--- src/rtl/rxStatusPkg.sv ---
package rxStatusPkg;

  // Word kinds the control asks the datapath to emit in the next cycle.
  typedef enum logic [2:0] {
    K_ONES,
    K_ZEROS,
    K_FRAME,
    K_SEL,
    K_ENTRY,
    K_DIP
  } wordKind_e;

  typedef struct packed {
    wordKind_e kind;
    logic      useCal1;
  } ctrlStrobe_t;

  typedef enum logic [2:0] {
    S_FILL,
    S_FRAME,
    S_SEL,
    S_ENTRY,
    S_DIP,
    S_TRAIN
  } genState_e;

  // One fill or training unit: a run of zeros then a run of ones.
  localparam int unsigned RUN_LEN  = 10;
  localparam int unsigned UNIT_LEN = 2 * RUN_LEN;

endpackage

--- src/rtl/rxStatusCtrl.sv ---
module rxStatusCtrl
  import rxStatusPkg::*;
#(
  parameter int CAL_MAX = 16,
  parameter int LEN_W   = 5,
  parameter int IDX_W   = 4,
  parameter int REP_W   = 4,
  parameter int FCNT_W  = 8,
  parameter int TREP_W  = 4
) (
  input  logic              clk,
  input  logic              rstN,
  input  logic              inSync,
  input  logic              lvdsMode,
  input  logic              dualCalEn,
  input  logic              calSel,
  input  logic [LEN_W-1:0]  calLen,
  input  logic [REP_W-1:0]  calRepeat,
  input  logic [FCNT_W-1:0] trainInterval,
  input  logic [TREP_W-1:0] trainReps,
  output logic [IDX_W-1:0]  entryIdx,
  output ctrlStrobe_t       strobe,
  output logic              modeFlag
);

  localparam int SLOT_W = $clog2(UNIT_LEN);

  genState_e          state, stateNxt;
  logic [SLOT_W-1:0]  slotCnt, slotNxt;
  logic [IDX_W-1:0]   idxNxt;
  logic [REP_W-1:0]   repCnt, repNxt;
  logic [FCNT_W-1:0]  frameCnt, fcNxt;
  logic [TREP_W-1:0]  trainCnt, tcNxt;
  logic               fillLvds;
  logic               curSel, curDual;
  logic [LEN_W-1:0]   curLen;
  logic [REP_W-1:0]   curRep;
  logic [TREP_W-1:0]  curTrep;
  logic               latchFrame, latchFill;
  logic [LEN_W-1:0]   lenEff;
  logic [REP_W-1:0]   repEff;
  logic [TREP_W-1:0]  trepEff;
  logic               unitEnd, zeroRun;

  assign lenEff  = (calLen == '0) ? LEN_W'(1) :
                   (calLen > LEN_W'(CAL_MAX)) ? LEN_W'(CAL_MAX) : calLen;
  assign repEff  = (calRepeat == '0) ? REP_W'(1) : calRepeat;
  assign trepEff = (trainReps == '0) ? TREP_W'(1) : trainReps;
  assign unitEnd = (slotCnt == SLOT_W'(UNIT_LEN - 1));
  assign zeroRun = (slotCnt < SLOT_W'(RUN_LEN));

  always_comb begin
    stateNxt   = state;
    slotNxt    = slotCnt;
    idxNxt     = entryIdx;
    repNxt     = repCnt;
    fcNxt      = frameCnt;
    tcNxt      = trainCnt;
    latchFrame = 1'b0;
    latchFill  = 1'b0;
    unique case (state)
      S_FILL: begin
        if (unitEnd) begin
          slotNxt = '0;
          if (inSync) begin
            stateNxt   = S_FRAME;
            latchFrame = 1'b1;
          end else begin
            latchFill = 1'b1;
          end
        end else begin
          slotNxt = slotCnt + SLOT_W'(1);
        end
      end
      S_FRAME: begin
        idxNxt   = '0;
        repNxt   = '0;
        stateNxt = curDual ? S_SEL : S_ENTRY;
      end
      S_SEL: stateNxt = S_ENTRY;
      S_ENTRY: begin
        if (LEN_W'(entryIdx) + LEN_W'(1) == curLen) begin
          idxNxt = '0;
          if (repCnt + REP_W'(1) == curRep) stateNxt = S_DIP;
          else repNxt = repCnt + REP_W'(1);
        end else begin
          idxNxt = entryIdx + IDX_W'(1);
        end
      end
      S_DIP: begin
        slotNxt = '0;
        tcNxt   = '0;
        if (!inSync) begin
          stateNxt  = S_FILL;
          fcNxt     = '0;
          latchFill = 1'b1;
        end else if (trainInterval != '0 &&
                     frameCnt + FCNT_W'(1) >= trainInterval) begin
          stateNxt = S_TRAIN;
          fcNxt    = '0;
        end else begin
          stateNxt   = S_FRAME;
          fcNxt      = frameCnt + FCNT_W'(1);
          latchFrame = 1'b1;
        end
      end
      S_TRAIN: begin
        if (unitEnd) begin
          slotNxt = '0;
          if (trainCnt + TREP_W'(1) == curTrep) begin
            if (inSync) begin
              stateNxt   = S_FRAME;
              latchFrame = 1'b1;
            end else begin
              stateNxt  = S_FILL;
              latchFill = 1'b1;
            end
          end else begin
            tcNxt = trainCnt + TREP_W'(1);
          end
        end else begin
          slotNxt = slotCnt + SLOT_W'(1);
        end
      end
      default: stateNxt = S_FILL;
    endcase
  end

  always_ff @(posedge clk) begin
    if (!rstN) begin
      state    <= S_FILL;
      slotCnt  <= '0;
      entryIdx <= '0;
      repCnt   <= '0;
      frameCnt <= '0;
      trainCnt <= '0;
      fillLvds <= 1'b0;
      curSel   <= 1'b0;
      curDual  <= 1'b0;
      curLen   <= LEN_W'(1);
      curRep   <= REP_W'(1);
      curTrep  <= TREP_W'(1);
      modeFlag <= 1'b0;
    end else begin
      state    <= stateNxt;
      slotCnt  <= slotNxt;
      entryIdx <= idxNxt;
      repCnt   <= repNxt;
      frameCnt <= fcNxt;
      trainCnt <= tcNxt;
      modeFlag <= lvdsMode;
      if (latchFill) fillLvds <= lvdsMode;
      if (latchFrame) begin
        curSel  <= calSel;
        curDual <= dualCalEn;
        curLen  <= lenEff;
        curRep  <= repEff;
        curTrep <= trepEff;
      end
    end
  end

  always_comb begin
    strobe.useCal1 = curDual & curSel;
    unique case (state)
      S_FILL:  strobe.kind = (fillLvds && zeroRun) ? K_ZEROS : K_ONES;
      S_TRAIN: strobe.kind = zeroRun ? K_ZEROS : K_ONES;
      S_FRAME: strobe.kind = K_FRAME;
      S_SEL:   strobe.kind = K_SEL;
      S_ENTRY: strobe.kind = K_ENTRY;
      S_DIP:   strobe.kind = K_DIP;
      default: strobe.kind = K_ONES;
    endcase
  end

  // the entry index never walks past the latched calendar length
  assert_idx_bound_R5: assert property (@(posedge clk) disable iff (!rstN)
    (state == S_ENTRY) |-> (LEN_W'(entryIdx) < curLen));

  // fill mode is held for the whole unit
  assert_fill_mode_hold_R3: assert property (@(posedge clk) disable iff (!rstN)
    (state == S_FILL && !unitEnd) |=> $stable(fillLvds));

  // once entries start, the frame runs to its DIP word whatever inSync does
  assert_frame_complete_R4: assert property (@(posedge clk) disable iff (!rstN)
    (state == S_ENTRY) |=> (state == S_ENTRY || state == S_DIP));

  // calendar choice and length are frozen inside a frame
  assert_cfg_hold_R8: assert property (@(posedge clk) disable iff (!rstN)
    (state == S_SEL || state == S_ENTRY) |=> ($stable(curSel) && $stable(curLen)));

  // training only ever starts right after a DIP word
  assert_train_after_dip_R9: assert property (@(posedge clk) disable iff (!rstN)
    $rose(state == S_TRAIN) |-> ($past(state) == S_DIP));

endmodule

--- src/rtl/rxStatusDatapath.sv ---
module rxStatusDatapath
  import rxStatusPkg::*;
#(
  parameter int NUM_PORTS = 8,
  parameter int CAL_MAX   = 16,
  parameter int PORT_W    = 3,
  parameter int IDX_W     = 4
) (
  input  logic                        clk,
  input  logic                        rstN,
  input  ctrlStrobe_t                 strobe,
  input  logic [IDX_W-1:0]            entryIdx,
  input  logic [2*NUM_PORTS-1:0]      portStatus,
  input  logic [CAL_MAX*PORT_W-1:0]   cal0Entries,
  input  logic [CAL_MAX*PORT_W-1:0]   cal1Entries,
  output logic [1:0]                  statOut
);

  localparam int SLOTS = 1 << PORT_W;

  logic [2*SLOTS-1:0] statusPadded;
  logic [PORT_W-1:0]  portIdx;
  logic [1:0]         portVal, word, dipAcc;

  always_comb begin
    statusPadded = '0;
    statusPadded[2*NUM_PORTS-1:0] = portStatus;
  end

  assign portIdx = strobe.useCal1 ? cal1Entries[entryIdx*PORT_W +: PORT_W]
                                  : cal0Entries[entryIdx*PORT_W +: PORT_W];
  assign portVal = statusPadded[portIdx*2 +: 2];

  always_comb begin
    unique case (strobe.kind)
      K_ZEROS: word = 2'b00;
      K_SEL:   word = strobe.useCal1 ? 2'b10 : 2'b01;
      K_ENTRY: word = portVal;
      K_DIP:   word = ~dipAcc;
      default: word = 2'b11;
    endcase
  end

  always_ff @(posedge clk) begin
    if (!rstN) begin
      statOut <= 2'b11;
      dipAcc  <= 2'b00;
    end else begin
      statOut <= word;
      if (strobe.kind == K_FRAME) dipAcc <= 2'b00;
      else if (strobe.kind == K_SEL || strobe.kind == K_ENTRY) dipAcc <= dipAcc ^ word;
    end
  end

  // Observation of the emitted stream, used only by the checks below.
  wordKind_e  lastKind;
  logic [1:0] outXor;

  always_ff @(posedge clk) begin
    if (!rstN) begin
      lastKind <= K_ONES;
      outXor   <= 2'b00;
    end else begin
      lastKind <= strobe.kind;
      if (lastKind == K_FRAME) outXor <= 2'b00;
      else if (lastKind == K_SEL || lastKind == K_ENTRY) outXor <= outXor ^ statOut;
    end
  end

  // every frame opens with the framing word
  assert_frame_word_R5: assert property (@(posedge clk) disable iff (!rstN)
    (lastKind == K_FRAME) |-> (statOut == 2'b11));

  // parity over the emitted payload plus the DIP word is all ones
  assert_dip_parity_R6: assert property (@(posedge clk) disable iff (!rstN)
    (lastKind == K_DIP) |-> ((outXor ^ statOut) == 2'b11));

  // the selection word is one of the two legal codes
  assert_sel_code_R7: assert property (@(posedge clk) disable iff (!rstN)
    (lastKind == K_SEL) |-> (statOut == 2'b01 || statOut == 2'b10));

endmodule

--- src/rtl/rxStatusGen.sv ---
module rxStatusGen
  import rxStatusPkg::*;
#(
  parameter int NUM_PORTS = 8,
  parameter int CAL_MAX   = 16,
  parameter int REP_W     = 4,
  parameter int FCNT_W    = 8,
  parameter int TREP_W    = 4,
  localparam int PORT_W   = (NUM_PORTS > 1) ? $clog2(NUM_PORTS) : 1,
  localparam int IDX_W    = (CAL_MAX > 1) ? $clog2(CAL_MAX) : 1,
  localparam int LEN_W    = $clog2(CAL_MAX + 1)
) (
  input  logic                        clk,
  input  logic                        rstN,
  input  logic                        inSync,
  input  logic                        lvdsMode,
  output logic                        modeFlag,
  input  logic                        dualCalEn,
  input  logic                        calSel,
  input  logic [LEN_W-1:0]            calLen,
  input  logic [REP_W-1:0]            calRepeat,
  input  logic [FCNT_W-1:0]           trainInterval,
  input  logic [TREP_W-1:0]           trainReps,
  input  logic [2*NUM_PORTS-1:0]      portStatus,
  input  logic [CAL_MAX*PORT_W-1:0]   cal0Entries,
  input  logic [CAL_MAX*PORT_W-1:0]   cal1Entries,
  output logic [1:0]                  statOut
);

  ctrlStrobe_t      strobe;
  logic [IDX_W-1:0] entryIdx;

  rxStatusCtrl #(
    .CAL_MAX(CAL_MAX), .LEN_W(LEN_W), .IDX_W(IDX_W),
    .REP_W(REP_W), .FCNT_W(FCNT_W), .TREP_W(TREP_W)
  ) uCtrl (
    .clk(clk), .rstN(rstN), .inSync(inSync), .lvdsMode(lvdsMode),
    .dualCalEn(dualCalEn), .calSel(calSel), .calLen(calLen),
    .calRepeat(calRepeat), .trainInterval(trainInterval),
    .trainReps(trainReps), .entryIdx(entryIdx), .strobe(strobe),
    .modeFlag(modeFlag)
  );

  rxStatusDatapath #(
    .NUM_PORTS(NUM_PORTS), .CAL_MAX(CAL_MAX), .PORT_W(PORT_W), .IDX_W(IDX_W)
  ) uData (
    .clk(clk), .rstN(rstN), .strobe(strobe), .entryIdx(entryIdx),
    .portStatus(portStatus), .cal0Entries(cal0Entries),
    .cal1Entries(cal1Entries), .statOut(statOut)
  );

endmodule

--- config.mk ---
export PLATFORM = sky130hd
export DESIGN_NAME = rxStatusGen
export DESIGN_NICKNAME = d
export VERILOG_FILES = /design/src/rtl/rxStatusPkg.sv /design/src/rtl/rxStatusCtrl.sv /design/src/rtl/rxStatusDatapath.sv /design/src/rtl/rxStatusGen.sv
export SDC_FILE = /design/constraint.sdc
export NUM_CORES = 1
export LEC_CHECK = 0
export ABC_CLOCK_PERIOD_IN_PS = 8100
export CORE_MARGIN = 1
export CORE_UTILIZATION = 70
export DETAILED_ROUTE_END_ITERATION = 10
export DONT_BUFFER_PORTS = 1
export PLACE_DENSITY = 0.86
export SYNTH_ARGS = -nofsm -noshare
export SYNTH_HDL_FRONTEND = slang
export SYNTH_SLANG_ARGS = --single-unit
--- constraint.sdc ---
create_clock -name clk -period 8.1 [get_ports clk]
set_clock_uncertainty 0.05 [all_clocks]
set_input_delay 1.62 -clock clk [delete_from_list [all_inputs] [get_ports clk]]
set_output_delay 1.62 -clock clk [all_outputs]
set_load 0.005 [all_outputs]
==> summary.txt <==
Status
  – Outcome: finished clean

Drt
  – Via Count: between 3000 and 4000
  – ANT nets after route: 0
  – Vias per inst: roughly 6.6
  – Drt pass-1 iters: 4
  – Met1 Wirelength: 3630 microns
  – WL met2: between 4000 and 5000 microns
  – Post-DR wirelength/cell: approximately 19 microns
  – WL final: approximately 9500 microns
  – DRT iter0 DRCs: 284
  – DRC errors left: 0
  – Met3 Routed Length: roughly 720 microns
  – Max Used Layer: met4

Finish
  – Layout Cells excl Fill: 512
  – Layout cells sized above 1: 0.0934
  – Nets: 591
  – Layout area overhead: 1.06%

STA
  – Final Cycle Share: 0.480
  – Fin Setup TNS: 0 ns
  – Worst Max-Slew Pin Slew: roughly 1.0 ns
  – Worst Hold Margin: between 0.4 and 0.5 ns
  – Final Setup Violations: 0
  – Slew Limit Fails: 0
  – Max Freq: between 200 and 300 MHz
  – Fin crit period: between 3 and 4 ns
  – Final Hold Vio Count: 0
  – RSZ-0062 raised after global routing: no
  – Max-Slew Margin vs Limit: 0.329

Setup path
  – Worst setup SP type: input pin
  – Worst setup path end: uCtrl.curTrep[1]
  – Critical Path Source: trainInterval[0]
  – Crit end category: flip-flop
  – Worst EP required: 8.27 ns
  – Critical path class: in2reg
  – R2R Setup Slk: ~4.6 ns
  – Reg2reg path depth: 9
  – Crit path arrival time: 4.06 ns
  – CP Max Fanout: 28
  – RR Startpoint: uCtrl.entryIdx[0]
  – R2R Path End: uData.dipAcc[1]

Yosys
  – Post-synth EDFFs: 0
  – Synth Area in Simple Gates: 0.242
  – Distinct cells, synth: 60
  – Post-synthesis xor/xnor area fraction: 0.0500
  – Post-synthesis mux area share: 0.214
  – Ys async rst share: 0
  – Synth Area in Compound Gates: 0.164
  – Syn avg cell area: slightly below 9 sq um
  – #FFs+latches synth: between 40 and 50
  – Leading register cell type out of synthesis: dfxtp_1
  – Yosys warnings: 0
  – Cells after synthesis: approximately 460
  – Post-Syn Area: ~0.004 sq mm
  – Synth Area in Adders: 0.0404
  – Combinational family with the most area after synthesis: simple AND/OR/NAND/NOR gates
  – Register area share after synthesis: 0.243
  – Post-synth net total: slightly above 600

Placement
  – Dpl hpwl: approximately 7400 microns
  – PortBufs: 0
  – Cell count after placement: between 500 and 600
  – RePlAce Congestion: between 0.8 and 0.9

Floorplan
  – Die area: around 0.0061 sq mm
  – Starting Density: 0.727
  – Rows: 27
  – Die Y-Extent: 77.9 microns
  – Core area: around 0.0055 sq mm
  – I/O Pins: about 140
  – Die boundary width: 77.9 microns

Global routing
  – Vias in the first global route: roughly 3300
  – Initial antenna violation count: 1
  – Gr ovfl total: 0
  – Largest net degree at the start of global routing: 64
  – First-pass GRT wire length: between 15000 and 20000 microns
  – Gr usage total: 0.324

Clock network
  – Total CTS buffers: 5
  – Sink Count: around 50
  – Clk buf depth: 2
  – CTS tree: built
  – Hold buffers post-CTS: 0
  – CTS root buffer: clkbuf_8
  – H-tree levels: 2
  – Clock transition at path regs: 0.09 ns
  – PostCTS Resize Cnt: 0
  – Worst-Skew Late Latency: 0.31 ns
  – Total setup buffers inserted after CTS: 0

Power and ir drop
  – Pwr Density: roughly 120 mW/mm^2
  – Power Total: 502 uW
  – Leak pwr: 1.56 nW
  – Peak VDD IR: roughly 0.14 mV

Worst hold path
  – Hold WC Path Type: reg2reg

Flow run
  – Max-cap violation count: 0
## worst max-delay path, cell delays in order
cell	delay (ns)
ha_1	0.27
nand2b_1	0.14
a21o_1	0.17
a21o_1	0.16
a21o_1	0.16
a21o_1	0.18
a21oi_1	0.17
o2111ai_1	0.20
nand3_1	0.69
nand3_1	0.19
o21ai_0	0.12
## registers in the layout (all words and copies together), names as in the netlist
name	cells
uCtrl.curSel	1
uCtrl.curRep	4
uCtrl.slotCnt	5
uCtrl.curTrep	4
uCtrl.entryIdx	4
uCtrl.curLen	5
uData.dipAcc	2
uCtrl.modeFlag	1
uCtrl.curDual	1
uCtrl.state	3
uCtrl.repCnt	4
uCtrl.frameCnt	8
uCtrl.fillLvds	1
uCtrl.trainCnt	4
uData.statOut	2
## synthesized netlist by cell type, types with 3 or more instances
master / count / area [sq um]
a21o_1: 7 / 52.6
o21a_1: 5 / 37.5
nor2b_1: 19 / 119
a21boi_0: 3 / 22.5
a31oi_1: 3 / 18.8
mux2i_1: 32 / 320
ha_1: 13 / 163
nor2_1: 36 / 135
o21ai_0: 32 / 160
buf_2: 4 / 20.0
dfxtp_1: 49 / 981
nand4b_1: 5 / 43.8
a22o_1: 4 / 35.0
a21oi_1: 15 / 75.1
buf_6: 3 / 33.8
xnor2_1: 13 / 114
buf_1: 5 / 18.8
inv_1: 13 / 48.8
nor3b_1: 6 / 45.0
mux4_1: 4 / 105
a22oi_1: 10 / 75.1
clkbuf_1: 14 / 52.6
and2_1: 10 / 62.6
nand3_1: 21 / 105
nand2_1: 36 / 135
nor3_2: 4 / 40.0
nand2b_1: 13 / 81.3
mux4_2: 16 / 360
nor3_1: 8 / 40.0
xor2_1: 10 / 87.6
nor4_1: 5 / 31.3
## power breakdown
part           switching [mW]  internal (mW)  total (mW)
clock network          0.0801         0.0676       0.148
logic                  0.0383         0.0451      0.0834
registers              0.0210          0.249       0.270
total                   0.139          0.362       0.502
## per-layer routing
metal / track usage / vias up
met5: 0 / -
met3: 0.0847 / 39
met4: 0.200 / 0
met2: 0.568 / 135
li1: - / 1641
met1: 0.346 / 1576
## layout make-up
| type | count | area (sq um) |
|---|---|---|
| multi-input combinational | 370 | 2860 |
| inverter | 13 | 48.8 |
| antenna | 1 | 2.50 |
| tap | 72 | 90.1 |
| fill | 430 | 1470 |
| clock buffer | 6 | 82.6 |
| sequential | 49 | 981 |
| clock inverter | 1 | 7.51 |
## cell families after synthesis
logic type | after synthesis
AND/OR/NAND/NOR | 177
multiplexers | 56
buffers and inverters | 40
flip-flops | 49
XOR/XNOR | 23
AO/OA/AOI/OAI | 101
adder cells (fa/ha/maj) | 13
## through the flow
stage	area [sq um]	setup slack, ns	util
2_1_floorplan	4030	4.28	-
4_1_cts	4070	4.22	0.735
3_5_place_dp	3980	3.90	0.718
6_report	4070	4.21	0.735
3_3_place_gp	3980	3.98	0.718
5_1_grt	4070	3.98	0.735
## worst min path at each step
| stage | from | end | slack [ns] | cells past startpoint |
|---|---|---|---|---|
| final | uCtrl.curTrep[2] | uCtrl.curTrep[2] | 0.43 | 2 |
| after global routing | uCtrl.curRep[3] | uCtrl.curRep[3] | 0.46 | 2 |
| after CTS | uCtrl.curTrep[2] | uCtrl.curTrep[2] | 0.43 | 2 |
| after detailed placement | uCtrl.curTrep[2] | uCtrl.curTrep[2] | 0.42 | 2 |
| after global placement | uCtrl.curRep[1] | uCtrl.curRep[1] | 0.41 | 2 |
| after floorplan | uCtrl.curLen[3] | uCtrl.curLen[3] | 0.40 | 2 |
## placed cells by master (no fill, tap or decap), drive strengths merged, types with 15 or more instances in the layout
cell type	n
a21oi	15
dfxtp	49
mux2i	34
mux4	20
nand2	37
nand3	21
nor2	36
nor2b	19
o21ai	33
(Power assumes the default switching activity.)
